<file path="config.mk">
export PLATFORM = sky130hd
export DESIGN_NAME = dram_refresh_engine
export DESIGN_NICKNAME = d
export VERILOG_FILES = /design/src/rtl/rfsh_pkg.sv /design/src/rtl/rfsh_interval_timer.sv /design/src/rtl/rfsh_owed_tally.sv /design/src/rtl/rfsh_row_counter.sv /design/src/rtl/rfsh_sequencer.sv /design/src/rtl/dram_refresh_engine.sv
export SDC_FILE = /design/constraint.sdc
export NUM_CORES = 1
export LEC_CHECK = 0
export ABC_AREA = 1
export ABC_CLOCK_PERIOD_IN_PS = 2960
export BUFFER_PORTS_ARGS = -buffer_cell sky130_fd_sc_hd__buf_4
export CAP_MARGIN = 20
export CELL_PAD_IN_SITES_DETAIL_PLACEMENT = 0
export CELL_PAD_IN_SITES_GLOBAL_PLACEMENT = 1
export CORE_UTILIZATION = 42
export DETAILED_ROUTE_END_ITERATION = 8
export GPL_TIMING_DRIVEN = 0
export PLACE_DENSITY_LB_ADDON = 0.1
export SETUP_SLACK_MARGIN = 0.1
export SLEW_MARGIN = 0
export SYNTH_ARGS = -nofsm -noshare
export SYNTH_HDL_FRONTEND = slang
export SYNTH_HIERARCHICAL = 1
export SYNTH_SLANG_ARGS = --single-unit
</file>
<file path="constraint.sdc">
create_clock -name clk -period 2.96 [get_ports clk]
set_clock_uncertainty 0.1 [all_clocks]
set_input_delay 0.148 -clock clk [delete_from_list [all_inputs] [get_ports clk]]
set_output_delay 0.148 -clock clk [all_outputs]
set_load 0.005 [all_outputs]
</file>
<file path="src/rtl/rfsh_pkg.sv">
// Shared types for the DRAM refresh engine.
// Assumes: none beyond the enum encoding being internal only.
package rfsh_pkg;
    typedef enum logic [1:0] {
        ST_IDLE   = 2'd0,
        ST_SETUP  = 2'd1,
        ST_ACTIVE = 2'd2,
        ST_PRECH  = 2'd3
    } rfsh_state_e;
endpackage

</file>
<file path="src/rtl/rfsh_interval_timer.sv">
// Free-running interval timer. Pulses tick_o for one clock every
// INTERVAL_CYC clocks, the first pulse INTERVAL_CYC clocks after reset.
// Assumes: INTERVAL_CYC >= 2.
module rfsh_interval_timer #(
    parameter int INTERVAL_CYC = 1562
) (
    input  logic clk,
    input  logic rst_n,
    output logic tick_o
);
    localparam int CNT_W = $clog2(INTERVAL_CYC);
    localparam logic [CNT_W-1:0] LAST = CNT_W'(INTERVAL_CYC - 1);

    logic [CNT_W-1:0] cnt_q;

    assign tick_o = (cnt_q == LAST);

    // Count clocks and restart on each expiry.
    always_ff @(posedge clk) begin
        if (!rst_n) cnt_q <= '0;
        else if (tick_o) cnt_q <= '0;
        else cnt_q <= cnt_q + 1'b1;
    end

    // Two expiries never sit in adjacent clocks.
    p_tick_spaced_r2: assert property (@(posedge clk) disable iff (!rst_n)
        tick_o |=> !tick_o);
endmodule

</file>
<file path="src/rtl/rfsh_owed_tally.sv">
// Saturating tally of refreshes owed. Expiries add one, cycle starts
// remove one; an expiry that finds the tally full is dropped.
// Assumes: start_i is only raised while owed_nz_o is 1.
module rfsh_owed_tally #(
    parameter int MAX_OWED = 8
) (
    input  logic clk,
    input  logic rst_n,
    input  logic tick_i,
    input  logic start_i,
    output logic owed_nz_o
);
    localparam int OWED_W = $clog2(MAX_OWED + 1);
    localparam logic [OWED_W-1:0] CAP = OWED_W'(MAX_OWED);

    logic [OWED_W-1:0] owed_q;

    assign owed_nz_o = (owed_q != '0);

    // Add on expiry, remove on start, cancel when both arrive together.
    always_ff @(posedge clk) begin
        if (!rst_n) owed_q <= '0;
        else if (tick_i && !start_i && owed_q != CAP) owed_q <= owed_q + 1'b1;
        else if (start_i && !tick_i) owed_q <= owed_q - 1'b1;
    end

    p_owed_cap_r3: assert property (@(posedge clk) disable iff (!rst_n)
        owed_q <= CAP);
    p_start_needs_owed_r4: assert property (@(posedge clk) disable iff (!rst_n)
        start_i |-> owed_q != '0);
    p_full_drop_r3: assert property (@(posedge clk) disable iff (!rst_n)
        (owed_q == CAP && tick_i && !start_i) |=> owed_q == CAP);
endmodule

</file>
<file path="src/rtl/rfsh_row_counter.sv">
// Row counter for RAS-only refresh. Steps by one on advance_i and
// wraps naturally at the top of its width.
// Assumes: advance_i is a single-clock pulse per RAS-only cycle.
module rfsh_row_counter #(
    parameter int ROW_W = 9
) (
    input  logic             clk,
    input  logic             rst_n,
    input  logic             advance_i,
    output logic [ROW_W-1:0] row_o
);
    logic [ROW_W-1:0] row_q;

    assign row_o = row_q;

    // Advance once per finished RAS-only cycle.
    always_ff @(posedge clk) begin
        if (!rst_n) row_q <= '0;
        else if (advance_i) row_q <= row_q + 1'b1;
    end

    p_row_step_r7: assert property (@(posedge clk) disable iff (!rst_n)
        advance_i |=> row_q == $past(row_q) + 1'b1);
    p_row_hold_r7: assert property (@(posedge clk) disable iff (!rst_n)
        !advance_i |=> $stable(row_q));
endmodule

</file>
<file path="src/rtl/rfsh_sequencer.sv">
// Refresh strobe sequencer. From idle, starts a cycle when granted and
// a refresh is owed, then walks setup, RAS-low and precharge phases.
// Mode is latched at the start. Strobes decode from registered state.
// Assumes: every phase length parameter is at least 1.
module rfsh_sequencer
    import rfsh_pkg::*;
#(
    parameter int ROW_W       = 9,
    parameter int SETUP_CYC   = 1,
    parameter int RAS_LOW_CYC = 3,
    parameter int PRE_CYC     = 2
) (
    input  logic             clk,
    input  logic             rst_n,
    input  logic             grant_i,
    input  logic             cbr_mode_i,
    input  logic             owed_nz_i,
    input  logic [ROW_W-1:0] row_i,
    output logic             start_o,
    output logic             row_adv_o,
    output logic             done_o,
    output logic             drive_o,
    output logic             ras_n_o,
    output logic             cas_n_o,
    output logic [ROW_W-1:0] addr_o
);
    localparam int MAX_A  = (SETUP_CYC > RAS_LOW_CYC) ? SETUP_CYC : RAS_LOW_CYC;
    localparam int MAX_PH = (MAX_A > PRE_CYC) ? MAX_A : PRE_CYC;
    localparam int PH_W   = (MAX_PH > 1) ? $clog2(MAX_PH) : 1;
    localparam logic [PH_W-1:0] SETUP_LAST = PH_W'(SETUP_CYC - 1);
    localparam logic [PH_W-1:0] LOW_LAST   = PH_W'(RAS_LOW_CYC - 1);
    localparam logic [PH_W-1:0] PRE_LAST   = PH_W'(PRE_CYC - 1);

    rfsh_state_e      state_q, state_d;
    logic [PH_W-1:0]  ph_q, ph_d;
    logic             cbr_q;
    logic             done_q;
    logic             last_prech;

    assign start_o    = (state_q == ST_IDLE) && grant_i && owed_nz_i;
    assign last_prech = (state_q == ST_PRECH) && (ph_q == PRE_LAST);
    assign row_adv_o  = last_prech && !cbr_q;
    assign done_o     = done_q;

    // Next phase and phase position.
    always_comb begin
        state_d = state_q;
        ph_d    = ph_q + 1'b1;
        unique case (state_q)
            ST_IDLE: begin
                ph_d = '0;
                if (start_o) state_d = ST_SETUP;
            end
            ST_SETUP: if (ph_q == SETUP_LAST) begin
                state_d = ST_ACTIVE;
                ph_d    = '0;
            end
            ST_ACTIVE: if (ph_q == LOW_LAST) begin
                state_d = ST_PRECH;
                ph_d    = '0;
            end
            ST_PRECH: if (ph_q == PRE_LAST) begin
                state_d = ST_IDLE;
                ph_d    = '0;
            end
            default: begin
                state_d = ST_IDLE;
                ph_d    = '0;
            end
        endcase
    end

    // Phase registers, latched mode and the done pulse.
    always_ff @(posedge clk) begin
        if (!rst_n) begin
            state_q <= ST_IDLE;
            ph_q    <= '0;
            cbr_q   <= 1'b0;
            done_q  <= 1'b0;
        end else begin
            state_q <= state_d;
            ph_q    <= ph_d;
            done_q  <= last_prech;
            if (start_o) cbr_q <= cbr_mode_i;
        end
    end

    // Strobe and address decode from the registered phase.
    always_comb begin
        drive_o = (state_q != ST_IDLE);
        ras_n_o = (state_q != ST_ACTIVE);
        cas_n_o = !(cbr_q && (state_q == ST_SETUP || state_q == ST_ACTIVE));
        addr_o  = (drive_o && !cbr_q) ? row_i : '0;
    end

    // Checker state: length of the current RAS-low run.
    logic [PH_W:0] low_run_q;
    always_ff @(posedge clk) begin
        if (!rst_n) low_run_q <= '0;
        else if (!ras_n_o) low_run_q <= low_run_q + 1'b1;
        else low_run_q <= '0;
    end

    p_cbr_cas_first_r5: assert property (@(posedge clk) disable iff (!rst_n)
        ($fell(ras_n_o) && cbr_q) |-> $past(!cas_n_o));
    p_cbr_cas_with_ras_r5: assert property (@(posedge clk) disable iff (!rst_n)
        (!ras_n_o && cbr_q) |-> !cas_n_o);
    p_rasonly_cas_high_r6: assert property (@(posedge clk) disable iff (!rst_n)
        (drive_o && !cbr_q) |-> cas_n_o);
    p_ras_low_width_r8: assert property (@(posedge clk) disable iff (!rst_n)
        $rose(ras_n_o) |-> low_run_q == (PH_W+1)'(RAS_LOW_CYC));
    p_no_grant_no_start_r4: assert property (@(posedge clk) disable iff (!rst_n)
        (state_q == ST_IDLE && !grant_i) |=> !drive_o);
    p_mode_held_r4: assert property (@(posedge clk) disable iff (!rst_n)
        (drive_o && $past(drive_o)) |-> $stable(cbr_q));
    p_done_single_r10: assert property (@(posedge clk) disable iff (!rst_n)
        done_o |=> !done_o);
    p_done_after_prech_r10: assert property (@(posedge clk) disable iff (!rst_n)
        done_o |-> !drive_o && $past(drive_o) && $past(ras_n_o));
endmodule

</file>
<file path="src/rtl/dram_refresh_engine.sv">
// DRAM refresh engine top. Joins the interval timer, the owed tally,
// the row counter and the strobe sequencer. WE is tied inactive.
// Assumes: default phase lengths are for a 100 MHz clock.
module dram_refresh_engine #(
    parameter int INTERVAL_CYC = 1562,
    parameter int MAX_OWED     = 8,
    parameter int ROW_W        = 9,
    parameter int SETUP_CYC    = 1,
    parameter int RAS_LOW_CYC  = 3,
    parameter int PRE_CYC      = 2
) (
    input  logic             clk,
    input  logic             rst_n,
    input  logic             grant_i,
    input  logic             cbr_mode_i,
    output logic             req_o,
    output logic             done_o,
    output logic             drive_o,
    output logic             ras_n_o,
    output logic             cas_n_o,
    output logic             we_n_o,
    output logic [ROW_W-1:0] addr_o
);
    logic             tick;
    logic             start;
    logic             owed_nz;
    logic             row_adv;
    logic [ROW_W-1:0] row;

    rfsh_interval_timer #(.INTERVAL_CYC(INTERVAL_CYC)) u_timer (
        .clk    (clk),
        .rst_n  (rst_n),
        .tick_o (tick)
    );

    rfsh_owed_tally #(.MAX_OWED(MAX_OWED)) u_tally (
        .clk       (clk),
        .rst_n     (rst_n),
        .tick_i    (tick),
        .start_i   (start),
        .owed_nz_o (owed_nz)
    );

    rfsh_row_counter #(.ROW_W(ROW_W)) u_rows (
        .clk       (clk),
        .rst_n     (rst_n),
        .advance_i (row_adv),
        .row_o     (row)
    );

    rfsh_sequencer #(
        .ROW_W       (ROW_W),
        .SETUP_CYC   (SETUP_CYC),
        .RAS_LOW_CYC (RAS_LOW_CYC),
        .PRE_CYC     (PRE_CYC)
    ) u_seq (
        .clk        (clk),
        .rst_n      (rst_n),
        .grant_i    (grant_i),
        .cbr_mode_i (cbr_mode_i),
        .owed_nz_i  (owed_nz),
        .row_i      (row),
        .start_o    (start),
        .row_adv_o  (row_adv),
        .done_o     (done_o),
        .drive_o    (drive_o),
        .ras_n_o    (ras_n_o),
        .cas_n_o    (cas_n_o),
        .addr_o     (addr_o)
    );

    assign req_o  = owed_nz;
    assign we_n_o = 1'b1;

    p_req_tracks_owed_r2: assert property (@(posedge clk) disable iff (!rst_n)
        (!req_o && !tick) |=> !req_o);
    p_drive_needs_req_r4: assert property (@(posedge clk) disable iff (!rst_n)
        ($rose(drive_o)) |-> $past(req_o) && $past(grant_i));
endmodule

</file>
After elaboration in Yosys (flattened, before gate mapping)
Index checks and enable logic that the tools add are counted.
{"block": "word_totals", "output_inout_bits": 15, "in_bits": 4, "reg_bits": 30}
{"block": "op_classes", "bitwise_logic": 1, "n_addsub": 5, "eq_ne": 12, "n_mux": 12, "n_reduce_logical": 21}
{"op": "$pmux W2 S4", "n": 2}
{"op": "$mux W2", "n": 7}
{"op": "$add A11 B1 Y11 const B", "n": 1}
{"op": "$eq A11 B11 Y1 const B", "n": 1}
{"op": "$add A9 B1 Y9 const B", "n": 1}
{"op": "$logic_and A1 B1 Y1", "n": 9}
{"op": "$mux W9", "n": 1}
{"op": "$mux W4", "n": 2}
{"op": "$eq A2 B2 Y1 const B", "n": 3}
{"op": "$ne A2 B2 Y1 const B", "n": 3}
{"op": "$add A4 B1 Y4 const B", "n": 1}
{"op": "$eq A2 B1 Y1 const B", "n": 2}
{"op": "$logic_not A1 Y1", "n": 4}
{"op": "$logic_not A2 Y1", "n": 2}
{"op": "$ne A2 B1 Y1 const B", "n": 2}
{"op": "$ne A4 B4 Y1 const B", "n": 1}
{"op": "$reduce_and A4 Y1", "n": 1}
{"op": "$reduce_bool A2 Y1", "n": 2}
{"op": "$reduce_bool A4 Y1", "n": 1}
{"op": "$sub A4 B1 Y4 const B", "n": 1}
{"op": "$add A2 B1 Y2 const B", "n": 1}
{"op": "$reduce_or A2 Y1", "n": 1}
{"op": "$logic_or A1 B1 Y1", "n": 1}
{"op": "$not A1 Y1", "n": 1}

Logic depth before layout (Yosys ltp)
{"block": "depth", "word_depth": 7, "depth_mapped": 14}

Modules after synthesis
The synthesis kept the hierarchy.
{"mod": "rfsh_interval_timer", "cells_each": 80, "area_each_um2": 585.6, "n_inst": 1}
{"mod": "rfsh_sequencer", "cells_each": 84, "area_each_um2": 530.5, "n_inst": 1}
{"mod": "rfsh_row_counter", "cells_each": 59, "area_each_um2": 436.7, "n_inst": 1}
{"mod": "rfsh_owed_tally", "cells_each": 41, "area_each_um2": 294.0, "n_inst": 1}
{"mod": "dram_refresh_engine", "cells_each": 2, "area_each_um2": 11.3, "n_inst": 1}

Worst setup path after synthesis
OpenSTA, ideal clock, no wires.
{"block": "synth_path", "path_kind": "register -> register", "from": "register u_timer.cnt_q[0]", "to": "register u_tally.owed_q[3]", "arrival_ns": 1.887, "setup_time_ns": 0.115, "required_time_ns": 2.745, "stages_incl_launch_ff": 13, "path_slack_ns": 0.858, "period_less_slack_ns": 2.102, "cell_sequence": "dfxtp_1 ha_1 nand4_1 nor4_1 inv_2 nor2_2 nand2_4 ha_1 nand3_1 nand3_1 nand3_1 a21oi_1 nor2_1"}
{"block": "synth_via", "elab_chain_len": 4, "word_cells_on_any_way": 7, "classes_between": "eq/ne (1); mux (1); reduce/logical (5)"}
{"item": "start: declaration", "line": "rfsh_interval_timer.sv:14", "source": "logic [CNT_W-1:0] cnt_q;"}
{"item": "start signal: assignment", "line": "rfsh_interval_timer.sv:22", "source": "else cnt_q <= cnt_q + 1'b1;"}
{"item": "$eq A11 B11 Y1 *", "line": "rfsh_interval_timer.sv:16", "source": "assign tick_o = (cnt_q == LAST);"}
{"item": "named net tick", "line": "dram_refresh_engine.sv:24", "source": "logic tick;"}
{"item": "$logic_and A1 B1 Y1 or $logic_not A1 Y1 (tied branches)", "line": "rfsh_owed_tally.sv:23, rfsh_owed_tally.sv:24"}
{"item": "$logic_and A1 B1 Y1, on equally long branches", "line": "rfsh_owed_tally.sv:23, rfsh_owed_tally.sv:24"}
{"item": "$mux W4 or $reduce_bool A2 Y1 (tied branches)"}
{"item": "end signal: assignment", "line": "rfsh_owed_tally.sv:23", "source": "else if (tick_i && !start_i && owed_q != CAP) owed_q <= owed_q + 1'b1;"}
{"item": "end signal: assignment", "line": "rfsh_owed_tally.sv:24", "source": "else if (start_i && !tick_i) owed_q <= owed_q - 1'b1;"}
{"item": "end: declaration", "line": "rfsh_owed_tally.sv:16", "source": "logic [OWED_W-1:0] owed_q;"}
Mark *: on every way through the listed nets, which the timed path passes. The rest lies on a longest branch.
A chain may end at the register's enable or synchronous reset.

Worst setup path in the final report
{"block": "layout_path", "from": "register u_tally.owed_q[0]", "to": "register u_tally.owed_q[3]"}
{"block": "layout_via", "elab_chain_len": 6, "word_cells_on_any_way": 12, "classes_between": "add/sub (2); eq/ne (1); mux (2); reduce/logical (7)"}
{"item": "$reduce_bool A4 Y1 *", "line": "rfsh_owed_tally.sv:18", "source": "assign owed_nz_o = (owed_q != '0);"}
{"item": "$logic_and A1 B1 Y1 *", "line": "rfsh_sequencer.sv:40", "source": "assign start_o = (state_q == ST_IDLE) && grant_i && owed_nz_i;"}
{"item": "named net start", "line": "dram_refresh_engine.sv:25", "source": "logic start;"}
{"item": "$logic_not A1 Y1", "line": "rfsh_owed_tally.sv:23"}
{"item": "$logic_and A1 B1 Y1 (2 in a row)", "line": "rfsh_owed_tally.sv:23"}
{"item": "$mux W4 or $reduce_bool A2 Y1 (tied branches)"}
Mark *: on every way through the listed nets, which the timed path passes. The rest lies on a longest branch. The select of a mux whose other input is x is not followed.

==> flow_metrics.env <==
export IMPL_grt_start_max_net_pins=17
export IMPL_io_buffers=17
export IMPL_route_detailed_wl_per_inst_um=9.90
export IMPL_hold_viol=0
export IMPL_yosysTopAreaCell="dfxtp_1"
export IMPL_yosysSeqAreaShare_pct=32.3
export IMPL_synth_edf_count=0
export IMPL_async_flop_share_pct=0
export IMPL_dp_hpwl_mm=2.58
export IMPL_netlist_area_um2=1860
export IMPL_yosysMostFrequentCell="nand2_1"
export IMPL_required_ps=3040
export IMPL_syn_avg_cell_area_um2=6.99
export IMPL_cpPeakStageDelay_ps=360
export IMPL_clockBufferDepth=2
export IMPL_yosys_warnings=6
export IMPL_synth_area_leaders="dfxtp_1, nand2_1, inv_1, ha_1, nor2_1"
export IMPL_crit_slowest_cell="dfxtp_1"
export IMPL_finalNetCount=309
export IMPL_cp_max_fo=6
export IMPL_peakVddDrop_mv=0.373
export IMPL_arrival_ps=2430
export IMPL_drv_slew=0
export IMPL_ys_types=30
export IMPL_n_antenna_cell=0
export IMPL_period_needed_ps=2350
export IMPL_cts_resized_gates=0
export IMPL_core_area_um2=4120
export IMPL_clk_pin_slew_worst_paths_ps=60
export IMPL_fp_dieArea_um2=4690
export IMPL_gp_congestion=0.782
export IMPL_status="finished clean"
export IMPL_hold_buffers=0
export IMPL_ys_ff_latch=30
export IMPL_crit_buf_inv=1
export IMPL_fp_dieH_um=68.5
export IMPL_via_count=1558
export IMPL_initial_core_util_pct=45.2
export IMPL_fin_crit_sh_pct=79.6
export IMPL_finalSetupTns_ps=0
export IMPL_synthFlopType="dfxtp_1"
export IMPL_cts_tree="done"
export IMPL_first_iter_violations=74
export IMPL_die_w_um=68.5
export IMPL_finalWirelength_mm=3.38
export IMPL_cp_start_kind="flip-flop"
export IMPL_cts_buffers=5
export IMPL_grt_pass1_wl_mm=5.95
export IMPL_area_growth_pct=16.2
export IMPL_slew_headroom_pct=52.2
export IMPL_cts_setup_buffers=0
export IMPL_io_pins=19
export IMPL_ctsRootBufferMaster="clkbuf_8"
export IMPL_p_leak_nw=0.940
export IMPL_grt_pass1_vias=1408
export IMPL_fin_ws_ps=605
export IMPL_drive_gt1_share_pct=18.9
export IMPL_critPathKind="reg -> reg"
export IMPL_synth_cells=266
export IMPL_synth_top_area_share_pct=32.3
export IMPL_nFillCells=413
export IMPL_row_count=23
export IMPL_grt_total_usage_pct=17.4
export IMPL_maxCapViolations=0
export IMPL_vias_per_cell=4.57
export IMPL_pre_cts_ws_ps=619
export IMPL_antenna_found_initial=0
export IMPL_synthTopCellsByCount="nand2_1, inv_1, nor2_1"
export IMPL_h_tree_depth=2
export IMPL_gr_total_overflow=0
export IMPL_tightest_slew_ps=711
export IMPL_cp_cell_sequence="nor2_1 > nand2_1 > nand3_1 > inv_1 > nor2_2 > nand2_4 > ha_1 > nand3_1 > nand3_1 > nand3_1 > a21oi_1 > nor2_1"
export IMPL_critPathTopFamily="simple AND/OR/NAND/NOR gates"
export IMPL_hp_class="in -> reg"
export IMPL_firstDrtPassIters=4
export IMPL_fmax_ghz=0.425
export IMPL_clock_latency_ps=280
export IMPL_ant_nets=0
export IMPL_synth_nets=285
export IMPL_crit_top_cell="nand3_1"
export IMPL_end_kind="flip-flop"
export IMPL_power_density_nw_per_um2=591
export IMPL_setup_violations=0
export IMPL_rsz0062_at_grt="no"
export IMPL_drc=0
export IMPL_cts_sinks=30
==> cell families (layout without fill, tap and decap cells) <==
| logic type | after synthesis | count (layout) | share of synthesized area, % |
|---|---|---|---|
| buffers and inverters | 56 | 81 | 11.9 |
| other | 1 | 1 | 0.202 |
| flip-flops | 30 | 30 | 32.3 |
| adder cells (fa/ha/maj) | 15 | 15 | 10.5 |
| XOR/XNOR | 6 | 6 | 2.83 |
| AND/OR/NAND/NOR | 136 | 136 | 34.9 |
| AO/OA/AOI/OAI | 22 | 22 | 7.34 |
==> through the flow <==
step	std cells	hold slack [ps]	power, W	util [%]	instance area (um^2)
2_1_floorplan	266	168	0.000781	-	1860
3_3_place_gp	333	360	0.000896	49.8	2050
3_5_place_dp	333	352	0.000898	49.8	2050
4_1_cts	341	68.0	0.00130	52.4	2160
5_1_grt	341	68.8	0.00138	52.4	2160
6_report	341	69.9	0.00128	52.4	2160
==> per-layer routing <==
layer,share of wire [%],track usage (%),vias to the layer above
met5,0,0,-
met4,1.6,6.25,0
met3,3.4,5.92,6
met2,43,26.5,16
met1,52,22.6,679
li1,-,-,857
==> worst paths after layout <==
| kind | from | end | slack (ps) | cells past startpoint |
|---|---|---|---|---|
| worst max-delay path | u_tally/owed_q[0] | u_tally/owed_q[3] | 610 | 12 |
| worst min-delay path | cbr_mode_i | u_seq/cbr_q | 70 | 3 |
| worst max register to register | u_tally/owed_q[0] | u_tally/owed_q[3] | 610 | 12 |
| worst min register to register | u_timer/cnt_q[10] | u_timer/cnt_q[10] | 380 | 2 |
==> registers in the layout (all words and copies together) (netlist names) <==
register and cells:
u_timer/cnt_q 11, u_rows/row_o 9, u_tally/owed_q 4, u_seq/ph_q 2, u_seq/state_q 2, u_seq/cbr_q 1, u_seq/done_o 1
==> worst register-to-register path, cell delays in order, from the launching register on <==
cell and delay [ps]:
dfxtp_1 360, nor2_1 200, nand2_1 200, nand3_1 180
inv_1 90, nor2_2 180, nand2_4 110, ha_1 340
nand3_1 120, nand3_1 90, nand3_1 80, a21oi_1 140
nor2_1 60
==> power breakdown <==
| part | total [W] | switching, W | internal [W] |
|---|---|---|---|
| Sequential | 0.000476 | 0.0000364 | 0.000440 |
| Clock | 0.000390 | 0.000155 | 0.000235 |
| Combinational | 0.000410 | 0.000250 | 0.000160 |
==> layout make-up <==
cell class | instances | area (um^2) | share of cell area, %
Timing Repair Buffer | 17 | 128 | 5.91
Tap cell | 50 | 62.6 | 2.90
Sequential cell | 30 | 601 | 27.8
Clock buffer | 8 | 110 | 5.10
Multi-Input combinational cell | 180 | 1040 | 48.0
Inverter | 54 | 203 | 9.39
Buffer | 2 | 18.8 | 0.870
==> cell usage in the layout (no fill, tap or decap), types with 2 or more instances in the layout <==
master and instances:
nor2_1 38, a21oi_2 3, a21oi_1 11, ha_1 14
nand3_2 5, o21ai_0 5, nor3_1 2, nand2_4 2
dfxtp_1 30, nand2_2 7, xor2_1 4, nor2_4 3
nand2_1 52, nor2_2 3, inv_1 50, inv_2 3
nand4_1 5, clkbuf_8 8, nand3_1 16, xnor2_1 2
buf_4 18
(Power assumes the default switching activity.)
